**src/rtl/burst_pkg.sv**
```systemverilog
package burst_pkg;

    typedef enum logic [1:0] {
        MODE_NORMAL     = 2'd0,
        MODE_BURST_IDLE = 2'd1,
        MODE_BURST_RUN  = 2'd2
    } mode_e;

    typedef struct packed {
        logic below_enter;
        logic above_on;
        logic below_off;
        logic above_exit;
    } fb_flags_t;

    typedef struct packed {
        logic burst;
        logic sw_en;
        logic ilim_low;
    } ctl_out_t;

    // Next mode; exit beats start/stop, start/stop only act inside burst.
    function automatic mode_e mode_next(mode_e cur, fb_flags_t f, logic expire);
        mode_e nxt;
        nxt = cur;
        unique case (cur)
            MODE_NORMAL:     nxt = expire ? MODE_BURST_IDLE : MODE_NORMAL;
            MODE_BURST_IDLE: begin
                if (f.above_exit)    nxt = MODE_NORMAL;
                else if (f.above_on) nxt = MODE_BURST_RUN;
            end
            MODE_BURST_RUN:  begin
                if (f.above_exit)     nxt = MODE_NORMAL;
                else if (f.below_off) nxt = MODE_BURST_IDLE;
            end
            default:         nxt = MODE_NORMAL;
        endcase
        return nxt;
    endfunction

    function automatic ctl_out_t mode_decode(mode_e m);
        ctl_out_t o;
        o.burst    = (m != MODE_NORMAL);
        o.sw_en    = (m != MODE_BURST_IDLE);
        o.ilim_low = (m != MODE_NORMAL);
        return o;
    endfunction

endpackage

```
**src/rtl/burst_entry_timer.sv**
```systemverilog
module burst_entry_timer #(
    parameter int ENTRY_MS = 20
) (
    input  logic clk,
    input  logic rst,
    input  logic clear,
    input  logic arm,
    input  logic tick,
    output logic expire
);
    localparam int CNT_W = (ENTRY_MS < 2) ? 1 : $clog2(ENTRY_MS + 1);
    localparam logic [CNT_W-1:0] LAST = CNT_W'(ENTRY_MS - 1);

    logic [CNT_W-1:0] cnt;
    logic             at_last;

    assign at_last = (cnt == LAST);
    assign expire  = arm && tick && at_last && !clear;

    always_ff @(posedge clk) begin
        if (rst || clear || !arm) begin
            cnt <= '0;
        end else if (tick) begin
            if (at_last) cnt <= '0;
            else         cnt <= cnt + 1'b1;
        end
    end
endmodule

```
**src/rtl/burst_mode_fsm.sv**
```systemverilog
module burst_mode_fsm
    import burst_pkg::*;
(
    input  logic      clk,
    input  logic      rst,
    input  logic      ctrl_off,
    input  fb_flags_t flags,
    input  logic      expire,
    output mode_e     mode
);
    always_ff @(posedge clk) begin
        if (rst || ctrl_off) mode <= MODE_NORMAL;
        else                 mode <= mode_next(mode, flags, expire);
    end
endmodule

```
**src/rtl/burst_ctrl.sv**
```systemverilog
module burst_ctrl
    import burst_pkg::*;
#(
    parameter int ENTRY_MS = 20
) (
    input  logic clk,
    input  logic rst,
    input  logic ctrl_off,
    input  logic ms_tick,
    input  logic fb_below_enter,
    input  logic fb_above_on,
    input  logic fb_below_off,
    input  logic fb_above_exit,
    output logic burst_mode,
    output logic sw_en,
    output logic ilim_low
);
    fb_flags_t flags;
    mode_e     mode;
    logic      expire;
    logic      tmr_clear;
    ctl_out_t  outs;

    assign flags = '{below_enter: fb_below_enter, above_on: fb_above_on,
                     below_off: fb_below_off, above_exit: fb_above_exit};

    // Timer only runs in normal mode with the controller on.
    assign tmr_clear = ctrl_off || (mode != MODE_NORMAL);

    burst_entry_timer #(.ENTRY_MS(ENTRY_MS)) u_timer (
        .clk    (clk),
        .rst    (rst),
        .clear  (tmr_clear),
        .arm    (fb_below_enter),
        .tick   (ms_tick),
        .expire (expire)
    );

    burst_mode_fsm u_fsm (
        .clk      (clk),
        .rst      (rst),
        .ctrl_off (ctrl_off),
        .flags    (flags),
        .expire   (expire),
        .mode     (mode)
    );

    assign outs       = mode_decode(mode);
    assign burst_mode = outs.burst;
    assign sw_en      = outs.sw_en;
    assign ilim_low   = outs.ilim_low;
endmodule

```
**config.mk**
```make
export PLATFORM = sky130hd
export DESIGN_NAME = burst_ctrl
export DESIGN_NICKNAME = d
export VERILOG_FILES = /design/src/rtl/burst_pkg.sv /design/src/rtl/burst_entry_timer.sv /design/src/rtl/burst_mode_fsm.sv /design/src/rtl/burst_ctrl.sv
export SDC_FILE = /design/constraint.sdc
export NUM_CORES = 1
export LEC_CHECK = 0
export BUFFER_PORTS_ARGS = -buffer_cell sky130_fd_sc_hd__buf_2
export CORE_AREA = 8 8 45 47
export DETAILED_ROUTE_END_ITERATION = 8
export DIE_AREA = 0 0 53 55
export PLACE_DENSITY = 0.5
export SLEW_MARGIN = 40
export SYNTH_ARGS = -nofsm -noshare
export SYNTH_HDL_FRONTEND = slang
export SYNTH_HIERARCHICAL = 1
export SYNTH_SLANG_ARGS = --single-unit
```
**constraint.sdc**
```tcl
create_clock -name clk -period 3.6 [get_ports clk]
set_input_delay 0.54 -clock clk [delete_from_list [all_inputs] [get_ports clk]]
set_output_delay 0.54 -clock clk [all_outputs]
set_load 0.02 [all_outputs]
```
Yosys cells after proc, flatten, opt, wreduce, memory -nomap -nowiden
Index checks and enable logic that the tools add are counted.

word-level totals
  bits in registers = 7
  input bits = 8
  output and inout port bits = 3
  word-level logic and storage cells = 28

operators by class
  $add $sub $neg = 1
  equal/unequal tests = 6
  mux-type cells = 7
  reduce and logical (&&, ||, !) cells = 12

operators with widths
  cell                                                   count
  2-to-1 mux 2 bit                                       4
  inequality test 3 bit, second input constant           2
  one-hot mux 2 bit (3 select lines)                     1
  adder 5 x 1 -> 5 bit, second input constant            1
  == test 5 bit, second input constant                   1
  2-to-1 mux 5 bit                                       1
  logical OR 1 bit                                       4
  logical AND 1 bit                                      3
  == test 2 x 1 -> 1 bit, second input constant          1
  == test 2 bit, second input constant                   1
  zero test 1 bit                                        2
  zero test 2 bit                                        1
  inequality test 2 x 1 -> 1 bit, second input constant  1
  AND reduction 2 bit                                    1
  nonzero test 2 bit                                     1
  2-to-1 mux 1 bit                                       1

Longest topological paths before layout
  depth after elaboration = 6
  gate-level depth with buffers = 5
  mapped depth without buffers = 5

Cells and area by module
Netlist, hierarchy kept.

modules (own cells, without submodules)
  module             times used  cells an instance  area an instance (um2)  seq. area each (um2)
  burst_entry_timer  1           27                 267.8                   100.1
  burst_mode_fsm     1           10                 110.1                   40.0
  burst_ctrl         1           4                  26.3                    0.0

Least setup slack after synthesis
OpenSTA, ideal clock, no wires.

  path type = input port to flip-flop
  start point = input port ctrl_off
  end point = register u_timer.cnt[2]
  setup time = 0.066 ns
  data arrival time = 1.526 ns
  required time = 3.534 ns
  path slack = 2.008 ns
  stages on the path = 4
  buffers on the path = 0
  cells stage by stage = or3_1 or3b_4 o21bai_4 a21oi_2

between the ends
  cells in the longest elaborated chain, start to end = 3

RTL lines
  element                        RTL line                 RTL
  from (decl)                    burst_ctrl.sv:8          input logic ctrl_off,
  logical OR 1 bit               burst_ctrl.sv:28         assign tmr_clear = ctrl_off || (mode != MODE_NORMAL);
  logical OR 1 bit (2 in a row)  burst_entry_timer.sv:21  if (rst || clear || !arm) begin
  to (signal assigned)           burst_entry_timer.sv:25  else cnt <= cnt + 1'b1;
  to (decl)                      burst_entry_timer.sv:14  logic [CNT_W-1:0] cnt;

No other way between the ends.
A chain may end at the register's enable or synchronous reset.

Worst setup path after layout
  start point = register u_fsm.mode[1]
  end point = output port burst_mode

between the ends
  cells in the longest elaborated chain, start to end = 1

RTL lines
  element                 RTL line              RTL
  from (decl)             burst_mode_fsm.sv:9   output mode_e mode
  from (signal assigned)  burst_mode_fsm.sv:13  else mode <= mode_next(mode, flags, expire);
  nonzero test 2 bit      burst_pkg.sv:43       o.burst = (m != MODE_NORMAL);
  to (decl)               burst_ctrl.sv:14      output logic burst_mode,

No other way between the ends.

==> metrics <==
initial antenna violation count 0; final setup fails 0; share of cells above drive strength 1 0.3208; final hold vios 0; Critical path origin u_fsm/mode[1]; Starting Density 0.2920; ANT nets after route 0; Post-Syn Instances 41; NetSw between 30 and 40 uW; maximum vdd ir drop between 0.1 and 0.15 mV; htree depth 1; most common cell after layout, fill and taps aside buf_2; die height approximately 55 um; highest-count cells in the layout ignoring fill and taps 10 x buf_2, 7 x dfxtp_1, 4 x nor2_1; Power Dens Cells 330.3 nW/um^2; Worst Hold Path Cells 2; clock-pin slew on the worst setup and hold paths 0.05 ns; CTS Sinks 7; die area 2915 um^2; drc violations 0; cells on worst reg2reg path 4; Antenna Cells 0; worst path arrival time 1.01 ns; largest net degree at the start of global routing 9; relative max-transition margin 0.8019; Row Count 14; core area around 1400 um^2; routed via count 340; Worst-Skew Late Latency 0.25 ns; global-route wire length before repair between 1 and 1.5 mm; footprint of the multi-input gates 251.5 um^2; Routability Congestion around 0.67; Crit. End Element output port; Int Pwr roughly 130 uW; routed len/inst 12.20 um; Clock Power Share 0.444; detailed placement HPWL just under 700 um; power share of the combinational group 0.071; #FFs+latches synth 7; clock skew between 0.0009 and 0.001 ns; worst hold slack around 0.49 ns; outcome completed; syn avg cell area 9.857 um^2; HP Start rst; Finished Layout Cells approximately 70; Fill cells about 150; Yosys Warn Count 6; sequential share of power 0.486; PostCTS Resize Cnt 0; Crit Path Max Fanout 8; fraction of registers with async set/reset 0; setup_tns 0 ns; CTS tree built; drt initial violations 4; WL final 842 um; maximum capacitance violations 0; RSZ-0062 raised after global routing no; Register Area roughly 140 um^2; setup repair bufs after CTS 0; DRT Pass-1 Iters 4; Setup crit start kind flop; Mapped Nets 50; final worst-path cycle share 0.4306; Nets between 60 and 70; vias per cell ~5; Post-CTS Hold Fix Bufs 0; GRT Util Overall 0.06072; Inst Count DP 65; Tot Pwr roughly 160 uW; synth unique cells 29; I/O pin count 11; crit path time final ~1.6 ns; CTS root buffer clkbuf_4; worst r2r src u_fsm/mode[1]; cts bufs inserted 3; final worst slack around 2.0 ns; grt total ovfl 0; Seq/Total Area, Yosys 0.3467; Main synth FF type dfxtp_1; clk buf depth 2; Post-Syn Area roughly 400 um^2; switching fraction of total power 0.2161; Buffers on Ports 10; Post-synth EDFFs 0; Max Freq roughly 650 MHz; chip width ~53 um; Worst EP required a little over 3 ns; Worst Setup Path Type reg -> out; Hold WC Path Type in -> reg; P&R area growth vs syn 20.74%; static leakage ~0.00018 uW; vias in the first global route 325; dpl ws 1.830 ns; Max Slew Vio Count 0; Tightest Pin Transition 0.2931 ns
## cells by family after synthesis
group	after synthesis	synth area share
flip-flops	7	0.3467
adder cells (fa/ha/maj)	1	0.03095
XOR/XNOR	2	0.04335
AND/OR/NAND/NOR	21	0.3468
buffers and inverters	2	0.03095
AO/OA/AOI/OAI	7	0.1764
multiplexers	1	0.02477
## worst paths after layout
path                    end  slack (ns)
min reg2reg  u_timer/cnt[4]        0.49
max reg2reg  u_timer/cnt[0]        2.06
min           u_fsm/mode[1]        0.49
max              burst_mode        2.05
## routing by layer
metal	part of all wire	up-vias	global-route usage
li1	-	174	-
met1	0.43	154	0.06098
met2	0.49	12	0.09766
met3	0.084	0	0.01604
met4	0	0	0.06466
met5	0	-	0
## sequential cells by signal, summed over array words and instances, names as in the netlist
signal,flops
u_timer/cnt,5
u_fsm/mode,2
## worst max-delay path, cell delays in order, from the launching register on
cell	delay, ns
dfxtp_1	0.36
or2_1	0.25
buf_2	0.16
## Yosys cell counts (2+ instances only)
cell type,n,share of area
dfxtp_1,7,0.35
nand2_1,2,0.019
nand3b_1,2,0.037
nor2_1,4,0.037
nor4b_1,2,0.043
## through the flow
| stage | util | instance area (um^2) |
|---|---|---|
| 4_1_cts | 0.3526 | 488.0 |
| 2_1_floorplan | - | 404.1 |
| 3_5_place_dp | 0.3336 | 461.7 |
| 6_report | 0.3526 | 488.0 |
| 3_3_place_gp | 0.3336 | 461.7 |
| 5_1_grt | 0.3526 | 488.0 |
## power groups by stage
stage	Sequential (uW)	Clock [uW]	Combinational [uW]
after global placement	79.9	0	11.4
after floorplan	79.9	0	5.96
after CTS	78.2	77.1	11.5
final	78.3	71.5	11.4
after global routing	78.2	81.4	12.4
after detailed placement	79.9	0	11.4
## area by class of cell
cell class                 instances  share of cell area
sequential                         7              0.2872
clock buffer                       4             0.05385
tap                               16             0.04103
timing repair buffer              10              0.1026
multi-input combinational         32              0.5154
Note: power is estimated with default switching activity, not from simulation.
